$ cat config.mk
export PLATFORM = sky130hd
export DESIGN_NAME = etr_router
export DESIGN_NICKNAME = d
export VERILOG_FILES = /design/src/rtl/etr_pkg.sv /design/src/rtl/etr_regs.sv /design/src/rtl/etr_src.sv /design/src/rtl/etr_route.sv /design/src/rtl/etr_router.sv
export SDC_FILE = /design/constraint.sdc
export NUM_CORES = 1
export LEC_CHECK = 0
export BUFFER_PORTS_ARGS = -buffer_cell sky130_fd_sc_hd__buf_2
export CORE_ASPECT_RATIO = 1.75
export CORE_MARGIN = 2
export CORE_UTILIZATION = 45
export CTS_BUF_LIST = sky130_fd_sc_hd__clkbuf_16
export DETAILED_ROUTE_END_ITERATION = 16
export PLACE_DENSITY = 0.85
export SYNTH_ARGS = -nofsm -noshare
export SYNTH_HDL_FRONTEND = slang
export SYNTH_SLANG_ARGS = --single-unit
$ cat constraint.sdc
create_clock -name clk -period 1.8 [get_ports clk]
set_input_delay 0.09 -clock clk [delete_from_list [all_inputs] [get_ports clk]]
set_output_delay 0.09 -clock clk [all_outputs]
set_load 0.01 [all_outputs]
$ cat src/rtl/etr_pkg.sv
package etr_pkg;
   localparam int unsigned REG_ADDR_W = 4;
   localparam int unsigned REG_DATA_W = 32;

   localparam logic [REG_ADDR_W-1:0] ADDR_GLOBAL   = 4'h0;
   localparam logic [REG_ADDR_W-1:0] ADDR_STATUS   = 4'h1;
   localparam logic [REG_ADDR_W-1:0] ADDR_CFG_BASE = 4'h4;
   localparam logic [REG_ADDR_W-1:0] ADDR_CAP_BASE = 4'h8;

   localparam int unsigned CFG_MODE_BIT  = 0;
   localparam int unsigned CFG_ROUTE_LSB = 8;

   // fixed line positions used by the legacy replacement routing
   localparam int unsigned LINE_PIT_PIC  = 0;
   localparam int unsigned LINE_PIT_APIC = 2;
   localparam int unsigned LINE_RTC      = 8;
   localparam int unsigned LINE_T2_PIC   = 11;

   localparam int unsigned LEGACY_TMRS = 2;
   localparam int unsigned MAX_TMRS    = 4;
endpackage

$ cat src/rtl/etr_regs.sv
module etr_regs
   import etr_pkg::*;
#(
   parameter int unsigned NUM_TMR = 3,
   parameter int unsigned APIC_W  = 24,
   parameter int unsigned ROUTE_W = 5,
   parameter logic [NUM_TMR*APIC_W-1:0] ROUTE_CAP = '0
) (
   input  logic                              clk,
   input  logic                              rst_n,
   input  logic                              we,
   input  logic [REG_ADDR_W-1:0]             addr,
   input  logic [REG_DATA_W-1:0]             wdata,
   input  logic [NUM_TMR-1:0]                lvl_set,
   output logic [REG_DATA_W-1:0]             rdata,
   output logic                              legacy_en,
   output logic [NUM_TMR-1:0]                level_mode,
   output logic [NUM_TMR-1:0][ROUTE_W-1:0]   route,
   output logic [NUM_TMR-1:0]                status
);
   logic wr_global;
   logic wr_status;

   assign wr_global = we && (addr == ADDR_GLOBAL);
   assign wr_status = we && (addr == ADDR_STATUS);

   always_ff @(posedge clk or negedge rst_n) begin
      if (!rst_n) legacy_en <= 1'b0;
      else if (wr_global) legacy_en <= wdata[0];
   end

   for (genvar t = 0; t < NUM_TMR; t++) begin : g_tmr
      logic wr_cfg;
      logic clr;
      assign wr_cfg = we && (addr == ADDR_CFG_BASE + REG_ADDR_W'(t));
      assign clr    = wr_status && wdata[t];

      always_ff @(posedge clk or negedge rst_n) begin
         if (!rst_n) begin
            level_mode[t] <= 1'b0;
            route[t]      <= '0;
         end else if (wr_cfg) begin
            level_mode[t] <= wdata[CFG_MODE_BIT];
            route[t]      <= wdata[CFG_ROUTE_LSB +: ROUTE_W];
         end
      end

      // a new level event wins over a clear in the same cycle
      always_ff @(posedge clk or negedge rst_n) begin
         if (!rst_n) status[t] <= 1'b0;
         else if (lvl_set[t]) status[t] <= 1'b1;
         else if (clr) status[t] <= 1'b0;
      end

      assert_w1c_clears_R8: assert property (@(posedge clk) disable iff (!rst_n)
         (clr && !lvl_set[t]) |=> !status[t]);
      assert_status_holds_R8: assert property (@(posedge clk) disable iff (!rst_n)
         (status[t] && !clr) |=> status[t]);
   end

   always_comb begin
      rdata = '0;
      if (addr == ADDR_GLOBAL) rdata[0] = legacy_en;
      if (addr == ADDR_STATUS) rdata[NUM_TMR-1:0] = status;
      for (int t = 0; t < NUM_TMR; t++) begin
         if (addr == ADDR_CFG_BASE + REG_ADDR_W'(t)) begin
            rdata[CFG_MODE_BIT] = level_mode[t];
            rdata[CFG_ROUTE_LSB +: ROUTE_W] = route[t];
         end
         if (addr == ADDR_CAP_BASE + REG_ADDR_W'(t))
            rdata[APIC_W-1:0] = ROUTE_CAP[t*APIC_W +: APIC_W];
      end
   end

   wire unused_wdata = ^wdata;
endmodule

$ cat src/rtl/etr_src.sv
module etr_src #(
   parameter int unsigned NUM_TMR = 3
) (
   input  logic               clk,
   input  logic               rst_n,
   input  logic [NUM_TMR-1:0] fire,
   input  logic [NUM_TMR-1:0] level_mode,
   input  logic [NUM_TMR-1:0] status,
   output logic [NUM_TMR-1:0] lvl_set,
   output logic [NUM_TMR-1:0] active
);
   logic [NUM_TMR-1:0] fire_q;

   always_ff @(posedge clk or negedge rst_n) begin
      if (!rst_n) fire_q <= '0;
      else fire_q <= fire;
   end

   for (genvar t = 0; t < NUM_TMR; t++) begin : g_tmr
      logic rise;
      assign rise       = fire[t] & ~fire_q[t];
      assign lvl_set[t] = rise & level_mode[t];
      assign active[t]  = level_mode[t] ? (status[t] | rise) : rise;

      assert_level_set_R8: assert property (@(posedge clk) disable iff (!rst_n)
         lvl_set[t] |=> status[t]);
   end
endmodule

$ cat src/rtl/etr_route.sv
module etr_route
   import etr_pkg::*;
#(
   parameter int unsigned NUM_TMR = 3,
   parameter int unsigned PIC_W   = 16,
   parameter int unsigned APIC_W  = 24,
   parameter int unsigned ROUTE_W = 5,
   parameter logic [NUM_TMR*APIC_W-1:0] ROUTE_CAP = '0
) (
   input  logic                            legacy_en,
   input  logic [NUM_TMR-1:0]              active,
   input  logic [NUM_TMR-1:0][ROUTE_W-1:0] route,
   input  logic                            pit_irq,
   input  logic                            rtc_irq,
   output logic [PIC_W-1:0]                pic_next,
   output logic [APIC_W-1:0]               apic_next
);
   logic [NUM_TMR-1:0][APIC_W-1:0] hits;

   for (genvar t = 0; t < NUM_TMR; t++) begin : g_hit
      localparam logic [APIC_W-1:0] CAP_T = ROUTE_CAP[t*APIC_W +: APIC_W];
      logic [APIC_W-1:0] sel_line;
      // a select past the last line shifts the bit out entirely
      assign sel_line = APIC_W'(1) << route[t];
      if (t < LEGACY_TMRS) begin : g_replaceable
         assign hits[t] = (active[t] && !legacy_en) ? (sel_line & CAP_T) : '0;
      end else begin : g_programmable
         assign hits[t] = active[t] ? (sel_line & CAP_T) : '0;
      end
   end

   always_comb begin
      pic_next  = '0;
      apic_next = '0;
      if (legacy_en) begin
         pic_next[LINE_PIT_PIC]   = active[0];
         apic_next[LINE_PIT_APIC] = active[0];
         pic_next[LINE_RTC]       = active[1];
         apic_next[LINE_RTC]      = active[1];
      end else begin
         pic_next[LINE_PIT_PIC]   = pit_irq;
         apic_next[LINE_PIT_APIC] = pit_irq;
         pic_next[LINE_RTC]       = rtc_irq;
         apic_next[LINE_RTC]      = rtc_irq;
      end
      pic_next[LINE_T2_PIC] = pic_next[LINE_T2_PIC] | active[2];
      for (int t = 0; t < NUM_TMR; t++) apic_next = apic_next | hits[t];
   end
endmodule

$ cat src/rtl/etr_router.sv
module etr_router
   import etr_pkg::*;
#(
   parameter int unsigned NUM_TMR = 3,
   parameter int unsigned PIC_W   = 16,
   parameter int unsigned APIC_W  = 24,
   parameter int unsigned ROUTE_W = 5,
   parameter logic [NUM_TMR*APIC_W-1:0] ROUTE_CAP = {24'hF00800, 24'hF00F00, 24'hF00F00}
) (
   input  logic                  clk,
   input  logic                  rst_n,
   input  logic [NUM_TMR-1:0]    tmr_fire,
   input  logic                  pit_irq,
   input  logic                  rtc_irq,
   input  logic                  reg_we,
   input  logic [REG_ADDR_W-1:0] reg_addr,
   input  logic [REG_DATA_W-1:0] reg_wdata,
   output logic [REG_DATA_W-1:0] reg_rdata,
   output logic [PIC_W-1:0]      pic_irq,
   output logic [APIC_W-1:0]     apic_irq
);
   function automatic logic [APIC_W-1:0] reachable_lines();
      logic [APIC_W-1:0] m;
      m = '0;
      for (int t = 0; t < NUM_TMR; t++) m = m | ROUTE_CAP[t*APIC_W +: APIC_W];
      m[LINE_PIT_APIC] = 1'b1;
      m[LINE_RTC]      = 1'b1;
      return m;
   endfunction
   localparam logic [APIC_W-1:0] REACHABLE = reachable_lines();

   initial begin
      assert_cfg_tmrs: assert (NUM_TMR >= 3 && NUM_TMR <= MAX_TMRS)
         else $fatal(1, "timer count out of range");
      assert_cfg_pic: assert (PIC_W > LINE_T2_PIC && PIC_W <= REG_DATA_W)
         else $fatal(1, "8259 vector too narrow");
      assert_cfg_apic: assert (APIC_W >= 24 && APIC_W <= REG_DATA_W)
         else $fatal(1, "APIC vector width out of range");
      assert_cfg_route: assert ((1 << ROUTE_W) >= APIC_W && CFG_ROUTE_LSB + ROUTE_W <= REG_DATA_W)
         else $fatal(1, "route field cannot address every line");
   end

   logic                            legacy_en;
   logic [NUM_TMR-1:0]              level_mode;
   logic [NUM_TMR-1:0][ROUTE_W-1:0] route;
   logic [NUM_TMR-1:0]              status;
   logic [NUM_TMR-1:0]              lvl_set;
   logic [NUM_TMR-1:0]              active;
   logic [PIC_W-1:0]                pic_next;
   logic [APIC_W-1:0]               apic_next;

   etr_regs #(
      .NUM_TMR(NUM_TMR), .APIC_W(APIC_W), .ROUTE_W(ROUTE_W), .ROUTE_CAP(ROUTE_CAP)
   ) u_regs (
      .clk(clk), .rst_n(rst_n), .we(reg_we), .addr(reg_addr), .wdata(reg_wdata),
      .lvl_set(lvl_set), .rdata(reg_rdata), .legacy_en(legacy_en),
      .level_mode(level_mode), .route(route), .status(status)
   );

   etr_src #(.NUM_TMR(NUM_TMR)) u_src (
      .clk(clk), .rst_n(rst_n), .fire(tmr_fire), .level_mode(level_mode),
      .status(status), .lvl_set(lvl_set), .active(active)
   );

   etr_route #(
      .NUM_TMR(NUM_TMR), .PIC_W(PIC_W), .APIC_W(APIC_W), .ROUTE_W(ROUTE_W), .ROUTE_CAP(ROUTE_CAP)
   ) u_route (
      .legacy_en(legacy_en), .active(active), .route(route),
      .pit_irq(pit_irq), .rtc_irq(rtc_irq),
      .pic_next(pic_next), .apic_next(apic_next)
   );

   always_ff @(posedge clk or negedge rst_n) begin
      if (!rst_n) begin
         pic_irq  <= '0;
         apic_irq <= '0;
      end else begin
         pic_irq  <= pic_next;
         apic_irq <= apic_next;
      end
   end

   assert_pass_through_R2: assert property (@(posedge clk) disable iff (!rst_n)
      (!legacy_en && pit_irq) |=> (pic_irq[LINE_PIT_PIC] && apic_irq[LINE_PIT_APIC]));
   assert_pit_blocked_R3: assert property (@(posedge clk) disable iff (!rst_n)
      (legacy_en && !active[0]) |=> !pic_irq[LINE_PIT_PIC]);
   assert_legacy_t0_R3: assert property (@(posedge clk) disable iff (!rst_n)
      (legacy_en && active[0]) |=> (pic_irq[LINE_PIT_PIC] && apic_irq[LINE_PIT_APIC]));
   assert_t2_pic_R4: assert property (@(posedge clk) disable iff (!rst_n)
      active[2] |=> pic_irq[LINE_T2_PIC]);
   assert_cap_only_R6: assert property (@(posedge clk) disable iff (!rst_n)
      (apic_irq & ~REACHABLE) == '0);
   assert_level_hold_R8: assert property (@(posedge clk) disable iff (!rst_n)
      (level_mode[2] && status[2]) |=> pic_irq[LINE_T2_PIC]);
endmodule

Word-level counts from Yosys, hierarchy flattened
Index checks and enable logic that the tools add are counted.
{"block": "word_totals", "mem_bits_rw": 0, "out_inout_bits": 72, "n_memories": 0, "word_cells": 78, "in_bits": 44, "romBits": 0, "latch_bits": 0, "ff_bits": 52}
{"block": "classes", "muxes": 25, "shift": 3, "order_cmp": 0, "multipliers": 0, "n_eq_ne": 7, "n_addsub": 0, "bitwise_logic": 15, "div": 0, "n_reduce_logical": 15}
{"operator": "2-to-1 mux 24 bit", "count": 6}
{"operator": "left shift 1 x 5 -> 24 bit, first input constant", "count": 3}
{"operator": "bitwise OR 24 bit", "count": 2}
{"operator": "bitwise OR 9 x 24 -> 24 bit", "count": 1}
{"operator": "2-to-1 mux 1 bit", "count": 15}
{"operator": "2-to-1 mux 5 bit", "count": 3}
{"operator": "== test 4 x 3 -> 1 bit, second input constant", "count": 3}
{"operator": "== test 4 bit, second input constant", "count": 3}
{"operator": "logical AND 1 bit", "count": 10}
{"operator": "bitwise AND 1 bit", "count": 6}
{"operator": "nonzero test 2 bit", "count": 3}
{"operator": "== test 4 x 1 -> 1 bit, second input constant", "count": 1}
{"operator": "logical NOT 4 bit", "count": 1}
{"operator": "2-to-1 mux 3 bit", "count": 1}
{"operator": "NOT 1 bit", "count": 3}
{"operator": "bitwise OR 1 bit", "count": 3}
{"operator": "logical NOT 1 bit", "count": 1}

Depth between registers and ports, before layout
{"block": "logic_depth", "depth_word": 9, "mapped_depth": 5, "ltp_nobuf": 3}

Cells and area by module
Synthesis repeated with hierarchy kept, for this count alone.
{"block": "hier_totals", "hier_cells": 232, "hier_area_um2": 2970.3}
{"module": "etr_regs", "cells_per_inst": 110, "instances": 1, "area_per_inst_um2": 1297.5, "seq_area_each_um2": 550.5}
{"module": "etr_router", "cells_per_inst": 40, "instances": 1, "area_per_inst_um2": 1001.0, "seq_area_each_um2": 1001.0}
{"module": "etr_route", "cells_per_inst": 67, "instances": 1, "area_per_inst_um2": 521.8, "seq_area_each_um2": 0.0}
{"module": "etr_src", "cells_per_inst": 15, "instances": 1, "area_per_inst_um2": 150.1, "seq_area_each_um2": 75.1}

Least setup slack after synthesis
Ideal clock, no wire load.
{"block": "synth_path", "path_type": "register -> register", "from": "register u_regs.route[4] (netlist bit)", "to": "register apic_irq[8]", "arrival_ps": 1369, "period_less_slack_ps": 1434, "required_ps": 1735, "setup_slack_ps": 366, "path_buffers": 0, "path_stages_with_launch": 4, "path_cell_list": "dfrtp_1 or4b_4 a2111oi_2 a211o_1"}
{"block": "synth_between", "elab_chain_len": 5}
{"item": "start, declared", "line_no": "etr_regs.sv:18", "text": "output logic [NUM_TMR-1:0][ROUTE_W-1:0] route,"}
{"item": "start signal, assigned by index", "line_no": "etr_regs.sv:44", "text": "route[t] <= wdata[CFG_ROUTE_LSB +: ROUTE_W];"}
{"item": "left shift 1 x 5 -> 24 bit", "line_no": "etr_route.sv:24", "text": "assign sel_line = APIC_W'(1) << route[t];"}
{"item": "2-to-1 mux 24 bit", "line_no": "etr_route.sv:26", "text": "assign hits[t] = (active[t] && !legacy_en) ? (sel_line & CAP_T) : '0;"}
{"item": "bitwise OR 9 x 24 -> 24 bit", "line_no": "etr_route.sv:47", "text": "for (int t = 0; t < NUM_TMR; t++) apic_next = apic_next | hits[t];"}
{"item": "bitwise OR 24 bit (2 in series)", "line_no": "etr_route.sv:47"}
{"item": "via apic_next[8]", "line_no": "etr_router.sv:50", "text": "logic [APIC_W-1:0] apic_next;"}
{"item": "end signal, assigned", "line_no": "etr_router.sv:79", "text": "apic_irq <= apic_next;"}
{"item": "end, declared", "line_no": "etr_router.sv:20", "text": "output logic [APIC_W-1:0] apic_irq"}
The timed path passes the listed nets, and every way through them passes these cells.
A chain may end at the register's enable or synchronous reset.

Final worst setup path
{"block": "layout_path", "from": "register u_regs.legacy_en", "to": "output port reg_rdata[0]"}
{"block": "layout_between", "elab_chain_len": 8}
{"item": "start, declared", "line_no": "etr_regs.sv:16", "text": "output logic legacy_en,"}
{"item": "start signal, assigned", "line_no": "etr_regs.sv:29", "text": "else if (wr_global) legacy_en <= wdata[0];"}
{"item": "2-to-1 mux 1 bit", "line_no": "etr_regs.sv:63", "text": "if (addr == ADDR_GLOBAL) rdata[0] = legacy_en;"}
{"item": "2-to-1 mux 3 bit", "line_no": "etr_regs.sv:64", "text": "if (addr == ADDR_STATUS) rdata[NUM_TMR-1:0] = status;"}
{"item": "2-to-1 mux 1 bit", "line_no": "etr_regs.sv:66", "text": "if (addr == ADDR_CFG_BASE + REG_ADDR_W'(t)) begin"}
{"item": "2-to-1 mux 24 bit", "line_no": "etr_regs.sv:70", "text": "if (addr == ADDR_CAP_BASE + REG_ADDR_W'(t))"}
{"item": "2-to-1 mux 1 bit", "line_no": "etr_regs.sv:66"}
{"item": "2-to-1 mux 24 bit", "line_no": "etr_regs.sv:70"}
{"item": "2-to-1 mux 1 bit", "line_no": "etr_regs.sv:66"}
{"item": "2-to-1 mux 24 bit", "line_no": "etr_regs.sv:70"}
{"item": "end, declared", "line_no": "etr_router.sv:18", "text": "output logic [REG_DATA_W-1:0] reg_rdata,"}
No other way between the ends.

==> flow_summary.yaml <==
sta:
  holdWs_ns: 0.0703
  tightest_slew_ns: 0.810
  fin_setup_tns_ns: 0
  fmax_mhz: 628
  setup-violations-final: 0
  post-route-min-period_ns: 1.59
  drv_slew: 0
  hold_viol: 0
  fin_crit_sh_pct: 88.5
  relSlewSlack_pct: 46.0
  setup_slack_ns: 0.208
  skew_ns: 0.00394
  rsz0062_at_grt: "false"
power_and_ir_drop:
  leakage_nw: 1.22
  ir_worst_vdd_uv: 807
  power.density_mw_per_mm2: 1090
setup_path:
  setup.worst_path.class: "reg2out"
  crit_path_max_incr_delay_ns: 0.37
  cp_slowest_cell: "dfrtp_1"
  worst_ep_required_time_ns: 1.71
  worst_setup_path_start_kind: "flop"
  end_kind: "output port"
  arrival_ns: 1.50
  crit_fanout: 9
  path_cells: "buf_4 -> mux2i_1 -> o21a_1 -> o32ai_1 -> buf_2"
final_layout:
  syn_to_final_growth_pct: 12.6
  antenna_cells: 0
  fin_cells: 304
  drive_gt1_share_pct: 29.4
  nNetsFinal: 295
  post-route-util_pct: 52.6
synthesis:
  synth-main-ff-cell: "dfrtp_1"
  syn_inst: 203
  synthArstFlopShare_pct: 100
  synth_top_area_share_pct: 41.3
  ys_ff_latch: 36
  avgSynthCellArea_um2: 10.7
  synth_area_leaders: "dfrtp_1 41%, buf_4 18%, mux2_2 8.3%"
  syn_area_mm2: 0.00218
  synth_common_cells: "52 x buf_4, 36 x dfrtp_1, 16 x mux2_2"
  post-synth-top-area-cell: "dfrtp_1"
  synth_edf_count: 0
  synth_cell_type_count: 38
  synth.most_common_cell: "buf_4"
  seq_area_frac_synth_pct: 41.3
  yosysWarnings: 0
global_routing:
  grt_usage_pct: 17.8
  overflow: 0
  grt_pass1_vias: 1534
  grt_pass1_wl_um: 7160
  antenna_found_initial: 0
  grt_max_degree: 37
detailed_routing:
  wl_per_cell_um: 15.0
  drt-total-wl_um: 4580
  vias: 1620
  drcViolationCount: 0
  first_iter_violations: 42
  ant_nets: 0
  firstDrtPassIters: 6
  post_drt_via_cell_ratio: 5.33
placement:
  placed_cells: 292
  io_buffers: 43
  hpwl_um: 3430
  place_congestion: 0.909
  dp_slack_ns: 0.272
cts:
  cts_buffers: 5
  clk_latency_ns: 0.28
  clk_pin_slew_ns: 0.05
  root_buffer: "clkbuf_16"
  cts_tree: "done"
  postCtsSetupRepairBufs: 0
  post_cts_resized: 0
  h-tree-depth: 2
  clock_sinks: 36
  clock_path_buffers: 2
status:
  status: "complete, no violations"
floorplanning:
  coreArea_mm2: 0.00467
  boundaryPins: 116
  die-height_um: 96.1
  die-area_mm2: 0.00544
  rows: 33
  start_util_pct: 46.7
  die_w_um: 56.6
job:
  drv_cap: 0
hold_path:
  worst_hold_path_type: "in2reg"
[routing by layer]
layer  part of all wire (%)  GRT usage [%]
met5                      0              0
met4                    6.2           15.1
met3                    6.6           3.90
met2                     53           32.6
met1                     34           16.2
[layout by cell type, fill, tap and decap left out, types with 4 or more instances in the layout]
cell type / n
conb_1: 48
buf_2: 43
dfrtp_1: 36
mux2_2: 16
nand2_1: 8
nor2b_1: 7
mux2i_1: 6
nand2b_1: 5
a2bb2oi_1: 5
nor2_1: 5
inv_1: 5
a2111oi_0: 5
clkbuf_16: 5
dlygate4sd3_1: 4
buf_4: 4
[through the flow]
step	area, µm²	power, mW
floorplan	2360	1.57
global placement	2250	1.67
detailed placement	2250	1.70
CTS	2450	2.67
global route	2450	2.78
finish	2450	2.67
[state kept, by name (all words and copies together), names as in the netlist]
| signal | flops |
|---|---|
| u_regs.route | 15 |
| u_src.fire_q | 3 |
| u_regs.level_mode | 3 |
| apic_irq | 8 |
| u_regs.legacy_en | 1 |
| pic_irq | 3 |
| u_regs.status | 3 |
[layout make-up]
type                       instances  area [µm²]
inverter                           5        18.8
multi-input combinational        152        1020
sequential                        36         901
clock buffer                       5         125
tap                               52        65.1
timing repair buffer              51         285
clock inverter                     3        37.5
fill                             429        2210
[cells by family after synthesis]
family	synth area share, %
AOI/OAI and AO/OA	14.6
buffers and inverters	19.9
DFF	41.3
muxes	12.6
other	0.172
and+or+nand+nor	11.5
[report_power, final]
part	total, mW	switching, mW	internal (mW)
combinational	0.581	0.312	0.269
sequential	1.13	0.169	0.963
clock	0.954	0.312	0.642
[critical path, delay by kind of cell, from the launching register on]
kind,cells,cell delay [ns]
mux,1,0.09
flops,1,0.37
compound gates,2,0.41
buf+inv,2,0.35
[worst paths after layout]
path / start / endpoint / slack (ns) / cells past startpoint
min: reg_wdata[11] / u_regs.route[13]$_DFFE_PN0P_ / 0.07 / 2
max reg2reg: u_regs.route[4]$_DFFE_PN0P_ / apic_irq[11]$_DFF_PN0_ / 0.23 / 3
max: u_regs.legacy_en$_DFFE_PN0P_ / reg_rdata[0] / 0.21 / 5
max in group asynchronous: rst_n / apic_irq[11]$_DFF_PN0_ / 0.84 / 2
min in group asynchronous: rst_n / pic_irq[0]$_DFF_PN0_ / 0.43 / 2
min reg2reg: u_regs.status[2]$_DFFE_PN0P_ / u_regs.status[2]$_DFFE_PN0P_ / 0.53 / 1
[timing repair]
item,in CTS,in global routing
endpoints found under the setup margin,0,0
hold endpoints to repair,39,0
hold buffers,4,0
Note: power is estimated with default switching activity, not from simulation.
